==> config.mk <==
export PLATFORM = sky130hd
export DESIGN_NAME = cfg_lock_ctrl
export DESIGN_NICKNAME = d
export VERILOG_FILES = /design/src/rtl/cfg_lock_pkg.sv /design/src/rtl/cfg_lock_rst_sync.sv /design/src/rtl/cfg_lock_arm_sync.sv /design/src/rtl/cfg_lock_bank.sv /design/src/rtl/cfg_lock_ctrl.sv
export SDC_FILE = /design/constraint.sdc
export NUM_CORES = 1
export LEC_CHECK = 0
export BUFFER_PORTS_ARGS = -buffer_cell sky130_fd_sc_hd__buf_2
export CORE_UTILIZATION = 35
export CTS_BUF_LIST = sky130_fd_sc_hd__clkbuf_8
export CTS_CLUSTER_SIZE = 16
export DETAILED_ROUTE_END_ITERATION = 6
export GPL_TIMING_DRIVEN = 0
export PLACE_DENSITY_LB_ADDON = 0.3
export SYNTH_ARGS = -nofsm -noshare
export SYNTH_HDL_FRONTEND = slang
export SYNTH_SLANG_ARGS = --single-unit
==> constraint.sdc <==
create_clock -name clk -period 3.93 [get_ports clk]
set_input_delay 0.786 -clock clk [delete_from_list [all_inputs] [get_ports clk]]
set_output_delay 0.786 -clock clk [all_outputs]
set_load 0.03 [all_outputs]
==> src/rtl/cfg_lock_pkg.sv <==
package cfg_lock_pkg;

  // Address regions of the register file
  typedef enum logic [2:0] {
    RGN_CFG,
    RGN_TRIG,
    RGN_PWR,
    RGN_STAT,
    RGN_NONE
  } region_e;

  localparam int LOCK_BIT  = 8;  // lock status position in the status register
  localparam int START_BIT = 0;  // start bit position in the status register
  localparam int TSEL_BIT  = 0;  // source select position in configuration register 0

endpackage

==> src/rtl/cfg_lock_rst_sync.sv <==
module cfg_lock_rst_sync #(
  parameter int STAGES = 2
) (
  input  logic clk,
  input  logic rst_n_in,
  output logic rst_n_out
);

  logic [STAGES-1:0] shift_q;
  logic [STAGES-1:0] shift_d;

  always_comb begin
    shift_d = {shift_q[STAGES-2:0], 1'b1};
  end

  always_ff @(posedge clk or negedge rst_n_in) begin
    if (!rst_n_in) shift_q <= '0;
    else           shift_q <= shift_d;
  end

  assign rst_n_out = shift_q[STAGES-1];

endmodule

==> src/rtl/cfg_lock_arm_sync.sv <==
module cfg_lock_arm_sync #(
  parameter int SYNC = 2
) (
  input  logic clk,
  input  logic rst_n,
  input  logic arm_in,
  output logic arm_q
);

  localparam int LAT = SYNC + 1;
  localparam int AGW = $clog2(LAT + 1);

  logic [SYNC-1:0] sync_q;
  logic [SYNC-1:0] sync_d;
  logic            out_q;
  logic            out_d;

  always_comb begin
    sync_d = {sync_q[SYNC-2:0], arm_in};
    out_d  = sync_q[SYNC-1];
  end

  always_ff @(posedge clk or negedge rst_n) begin
    if (!rst_n) begin
      sync_q <= '0;
      out_q  <= 1'b0;
    end else begin
      sync_q <= sync_d;
      out_q  <= out_d;
    end
  end

  assign arm_q = out_q;

  // Cycles since reset, saturating, so the latency check never looks before reset
  logic [AGW-1:0] age_q;
  always_ff @(posedge clk or negedge rst_n) begin
    if (!rst_n)                 age_q <= '0;
    else if (age_q != AGW'(LAT)) age_q <= age_q + 1'b1;
  end

  // the request appears on the output exactly LAT edges later
  a_r6_arm_latency: assert property (@(posedge clk) disable iff (!rst_n)
    (age_q == AGW'(LAT)) |-> (arm_q == $past(arm_in, LAT)));

endmodule

==> src/rtl/cfg_lock_bank.sv <==
module cfg_lock_bank
  import cfg_lock_pkg::*;
#(
  parameter int NCFG = 6,
  parameter int DW   = 16,
  parameter int AW   = 4
) (
  input  logic              clk,
  input  logic              rst_n,
  input  logic              wr,
  input  logic [AW-1:0]     addr,
  input  logic [DW-1:0]     wdata,
  input  logic              arm_q,
  output logic [DW-1:0]     rdata,
  output logic              lock,
  output logic              trig_en,
  output logic [NCFG*DW-1:0] cfg_flat
);

  localparam logic [AW-1:0] A_TRIG = AW'(NCFG);
  localparam logic [AW-1:0] A_PWR  = AW'(NCFG + 1);
  localparam logic [AW-1:0] A_STAT = AW'(NCFG + 2);
  localparam logic [DW-1:0] STAT_MASK = (DW'(1) << LOCK_BIT) | (DW'(1) << START_BIT);

  region_e         rgn;
  logic [DW-1:0]   cfg_q [NCFG];
  logic            trig_q, trig_d;
  logic            on_q, on_d;
  logic            start_q, start_d;
  logic            tsel;

  // Address decode
  always_comb begin
    if (addr < A_TRIG)       rgn = RGN_CFG;
    else if (addr == A_TRIG) rgn = RGN_TRIG;
    else if (addr == A_PWR)  rgn = RGN_PWR;
    else if (addr == A_STAT) rgn = RGN_STAT;
    else                     rgn = RGN_NONE;
  end

  // Configuration group: one register per address, frozen while armed
  for (genvar i = 0; i < NCFG; i++) begin : g_cfg
    logic          we;
    logic [DW-1:0] nxt;

    always_comb begin
      we  = wr && (rgn == RGN_CFG) && (addr == AW'(i)) && !trig_q;
      nxt = we ? wdata : cfg_q[i];
    end

    always_ff @(posedge clk or negedge rst_n) begin
      if (!rst_n) cfg_q[i] <= '0;
      else        cfg_q[i] <= nxt;
    end

    assign cfg_flat[i*DW +: DW] = cfg_q[i];

    // an armed configuration register keeps its value through a write
    a_r3_cfg_frozen: assert property (@(posedge clk) disable iff (!rst_n)
      (wr && addr == AW'(i) && trig_en) |=> $stable(cfg_q[i]));
  end

  assign tsel = cfg_q[0][TSEL_BIT];

  // Power-up request select: software enable or synchronized external input
  assign lock    = tsel ? arm_q : on_q;
  assign trig_en = trig_q;

  // Next state of the control bits
  always_comb begin
    trig_d  = trig_q;
    on_d    = on_q;
    start_d = start_q;
    if (wr) begin
      unique case (rgn)
        RGN_TRIG: if (!lock) trig_d = wdata[0];
        RGN_PWR:  on_d    = wdata[0];
        RGN_STAT: start_d = wdata[START_BIT];
        default:  ;
      endcase
    end
  end

  always_ff @(posedge clk or negedge rst_n) begin
    if (!rst_n) begin
      trig_q  <= 1'b0;
      on_q    <= 1'b0;
      start_q <= 1'b0;
    end else begin
      trig_q  <= trig_d;
      on_q    <= on_d;
      start_q <= start_d;
    end
  end

  // Read decode
  always_comb begin
    rdata = '0;
    unique case (rgn)
      RGN_CFG: begin
        for (int i = 0; i < NCFG; i++) begin
          if (addr == AW'(i)) rdata = cfg_q[i];
        end
      end
      RGN_TRIG: rdata[0] = trig_q;
      RGN_PWR:  rdata[0] = on_q;
      RGN_STAT: begin
        rdata[LOCK_BIT]  = lock;
        rdata[START_BIT] = start_q;
      end
      default:  rdata = '0;
    endcase
  end

  // the trigger-control register ignores writes while locked
  a_r7_trig_held: assert property (@(posedge clk) disable iff (!rst_n)
    (wr && addr == A_TRIG && lock) |=> $stable(trig_en));

  // software enable raises the lock on the next cycle
  a_r5_sw_lock: assert property (@(posedge clk) disable iff (!rst_n)
    (wr && addr == A_PWR && wdata[0] && !tsel) |=> lock);

  // reserved status bits never read 1
  a_r8_stat_reserved: assert property (@(posedge clk) disable iff (!rst_n)
    (addr == A_STAT) |-> ((rdata & ~STAT_MASK) == '0));

  // status bit 8 reports the lock
  a_r8_stat_lock: assert property (@(posedge clk) disable iff (!rst_n)
    (addr == A_STAT) |-> (rdata[LOCK_BIT] == lock));

  // unmapped addresses read 0
  a_r10_unmapped: assert property (@(posedge clk) disable iff (!rst_n)
    (addr > A_STAT) |-> (rdata == '0));

endmodule

==> src/rtl/cfg_lock_ctrl.sv <==
module cfg_lock_ctrl #(
  parameter int NCFG = 6,
  parameter int DW   = 16,
  parameter int AW   = 4,
  parameter int SYNC = 2
) (
  input  logic               clk,
  input  logic               rst_n,
  input  logic               bus_wr,
  input  logic [AW-1:0]      bus_addr,
  input  logic [DW-1:0]      bus_wdata,
  output logic [DW-1:0]      bus_rdata,
  input  logic               ext_arm,
  output logic               lock_stat,
  output logic               cfg_frozen,
  output logic [NCFG*DW-1:0] cfg_flat
);

  logic rst_n_i;
  logic arm_q;

  cfg_lock_rst_sync #(.STAGES(2)) u_rst (
    .clk       (clk),
    .rst_n_in  (rst_n),
    .rst_n_out (rst_n_i)
  );

  cfg_lock_arm_sync #(.SYNC(SYNC)) u_arm (
    .clk    (clk),
    .rst_n  (rst_n_i),
    .arm_in (ext_arm),
    .arm_q  (arm_q)
  );

  cfg_lock_bank #(.NCFG(NCFG), .DW(DW), .AW(AW)) u_bank (
    .clk      (clk),
    .rst_n    (rst_n_i),
    .wr       (bus_wr),
    .addr     (bus_addr),
    .wdata    (bus_wdata),
    .arm_q    (arm_q),
    .rdata    (bus_rdata),
    .lock     (lock_stat),
    .trig_en  (cfg_frozen),
    .cfg_flat (cfg_flat)
  );

  // the lock never stands while the arm bit is being cleared by an accepted write
  a_r7_order: assert property (@(posedge clk) disable iff (!rst_n_i)
    (lock_stat && cfg_frozen) |=> (cfg_frozen || !$past(lock_stat)));

endmodule

==> flow_summary.ini <==
[die]
dieArea_sq_um = 14300
coreArea_sq_um = 13300
start_util_pct = 36.3
io_pins = 138
fp.dieW_microns = 120
std_cell_rows = 42
die_h_microns = 120

[timing]
final_hold_viol_count = 0
slew_headroom_pct = 50.2
fin_skew_ps = 11.4
setup_viol = 0
rsz0062_at_grt = false
fin_crit_sh_pct = 88.9
slew_violations = 0
tightest_slew_ps = 747
period_needed_ps = 3500
setup_tns_ps = 0
fmax_mhz = 286
timing.hold.ws_ps = 169

[cells_and_area]
antenna_cells = 0
nets = 533
finish.utilization_pct = 44.7
drive_gt1_share_pct = 56.0
finalInstanceArea_sq_um = 5970
layout-area-overhead-vs-synth_pct = 23.2

[clocking]
clock_latency_ps = 390
ctsResizeCount = 0
ctsHoldBuffers = 0
cts_made_buffers = 9
cts-root-buf = clkbuf_8
clkSlewWorstSetupHoldPaths_ps = 90
clock_sinks = 104
post_cts_buffers = 0
cts_tree = done
clockBufferDepth = 2
h-tree-depth = 3

[logic_synthesis]
yosysSeqAreaShare_pct = 53.7
synth_top_family_by_area = multiplexers
netlist_instances = 361
synthDistinctLibCells = 38
ys_warn_count = 0
synth_top_area_share_pct = 53.7
synthesis.area_sq_um = 4850
muxShareOfSynthArea_pct = 29.5
synth_simple_gate_area_share_pct = 5.65
synth_adder_area_share_pct = 0
synthTopCellsByArea = dfrtp_1 54%, mux2_2 24%, mux2i_1 5.6%
synthArstFlopShare_pct = 100
synth_top_area_cell = dfrtp_1
synth-edff-count = 0
synth_xor_area_share_pct = 0
synth-compound-area-share_pct = 8.37
synth_fp_nets = 385
synth-seq-cells = 104
synth-main-ff-cell = dfrtp_1
avgSynthCellArea_sq_um = 13.4

[global_route]
antenna_found_initial = 0
grt_max_degree = 53
grt_usage_pct = 21.0
grt_pass1_vias = 3739
grt_pass1_wl_microns = 22200
gr-total-overflow = 0

[worst_setup_path]
end_kind = output pin
start_kind = input pin
r2r_cells = 5
crit_type = in -> out
rrSetupSlack_ps = 1940
endpoint = bus_rdata[6]
required_ps = 3140
crit_arrival_ps = 2710
cp-startpoint = bus_addr[2]
path_max_fanout = 10
r2r_end = u_bank.cfg_flat[56]$_DFFE_PN0P_
regToRegStartpoint = u_bank.trig_en$_DFFE_PN0P_

[place]
hpwl_microns = 10000
placed_area_sq_um = 5780
place.gp.congestion = 0.825
io_buffers = 136

[run]
cap_violations = 0

[route]
drc = 0
ant_nets = 0
wirelength_microns = 14400
drt_iter0_drc = 228
detail_route.first_pass.iterations = 4
vias = 3656
wl_per_cell_microns = 20.9
routed_via_density = 5.30

[power]
ir_worst_vdd_mv = 0.311
power_density_nw_per_um2 = 578
p_leak_nw = 2.90
p_total_mw = 3.45

[min_path]
min_path_type = in -> async

[status]
status = complete, no violations
==> report_power, final <==
group / total (mW) / internal, mW / switching, mW
Combinational: 1.25 / 0.441 / 0.812
Sequential: 1.52 / 1.32 / 0.208
Clock: 0.672 / 0.305 / 0.368
Total: 3.45 / 2.06 / 1.39
==> kinds of logic (layout without fill, tap and decap cells) <==
group | count (synthesis) | count (layout)
muxes | 130 | 130
and+or+nand+nor | 46 | 46
buffers and inverters | 24 | 177
other | 1 | 1
AOI/OAI and AO/OA | 56 | 56
DFF | 104 | 104
==> cells in the final DEF, fill, tap and decap left out, drive strengths merged, types with 2 or more instances in the layout <==
| cell type | netlist | final |
|---|---|---|
| nor4b | 2 | 2 |
| inv | 1 | 4 |
| a22o | 2 | 2 |
| mux2 | 103 | 103 |
| o221a | 13 | 13 |
| o22ai | 13 | 13 |
| dfrtp | 104 | 104 |
| nor2 | 5 | 5 |
| nand2 | 24 | 24 |
| mux2i | 27 | 27 |
| nand4 | 2 | 2 |
| buf | 14 | 151 |
| clkbuf | 9 | 19 |
| o21ai | 5 | 5 |
| nand4b | 3 | 3 |
| a21oi | 16 | 16 |
==> cell usage after synthesis, drive strengths merged, types with 2 or more instances <==
cell type and instances:
dfrtp 104, mux2 103, mux2i 27, nand2 24, a21oi 16, buf 14, o221a 13, o22ai 13
clkbuf 9, nor2 5, o21ai 5, nand4b 3, a22o 2, nand4 2, nor4b 2
==> flip-flops by register name, summed over array words and instances (netlist names) <==
name and cells:
u_arm.arm_q 1, u_arm.sync_q 2, u_bank.cfg_flat 96, u_bank.start_q 1, u_bank.trig_en 1, u_bank.on_q 1, u_rst.shift_q 2
==> worst min path at each step <==
stage / cells past startpoint / endpoint / start
after floorplan: 0 / u_arm.arm_q$_DFF_PN0_ / u_arm.sync_q[1]$_DFF_PN0_
after global placement: 0 / u_arm.sync_q[1]$_DFF_PN0_ / u_arm.sync_q[0]$_DFF_PN0_
after detailed placement: 0 / u_arm.sync_q[1]$_DFF_PN0_ / u_arm.sync_q[0]$_DFF_PN0_
after CTS: 1 / u_rst.shift_q[1]$_DFF_PN0_ / rst_n
after global routing: 1 / u_rst.shift_q[1]$_DFF_PN0_ / rst_n
final: 1 / u_rst.shift_q[1]$_DFF_PN0_ / rst_n
==> worst max-delay path, cell delays in order <==
cell,delay [ps]
buf_6,120
buf_2,260
a21oi_1,410
clkbuf_1,600
o221a_2,330
buf_2,200
==> through the flow <==
| step | setup WS (ps) | instances |
|---|---|---|
| final | 434 | 690 |
| after global routing | 403 | 690 |
| after CTS | 448 | 690 |
| after detailed placement | 451 | 674 |
| after global placement | -314 | 673 |
| after floorplan | 818 | 361 |
==> cell type report <==
cell class / count / area, sq um
Sequential cell: 104 / 2610
Fill cell: 1306 / 7380
Clock inverter: 6 / 53.8
Clock buffer: 10 / 138
Inverter: 1 / 3.75
Buffer: 23 / 126
Timing Repair Buffer: 137 / 708
Tap cell: 176 / 220
Multi-Input combinational cell: 233 / 2110
==> metal layers <==
layer / vias to the layer above / global-route usage [%] / routed length [microns]
li1: 1635 / - / -
met1: 1855 / 28.0 / 6370
met2: 149 / 33.3 / 6770
met3: 17 / 5.28 / 1050
met4: 0 / 7.27 / 227
met5: - / 0 / 0
Note: power is estimated with default switching activity, not from simulation.
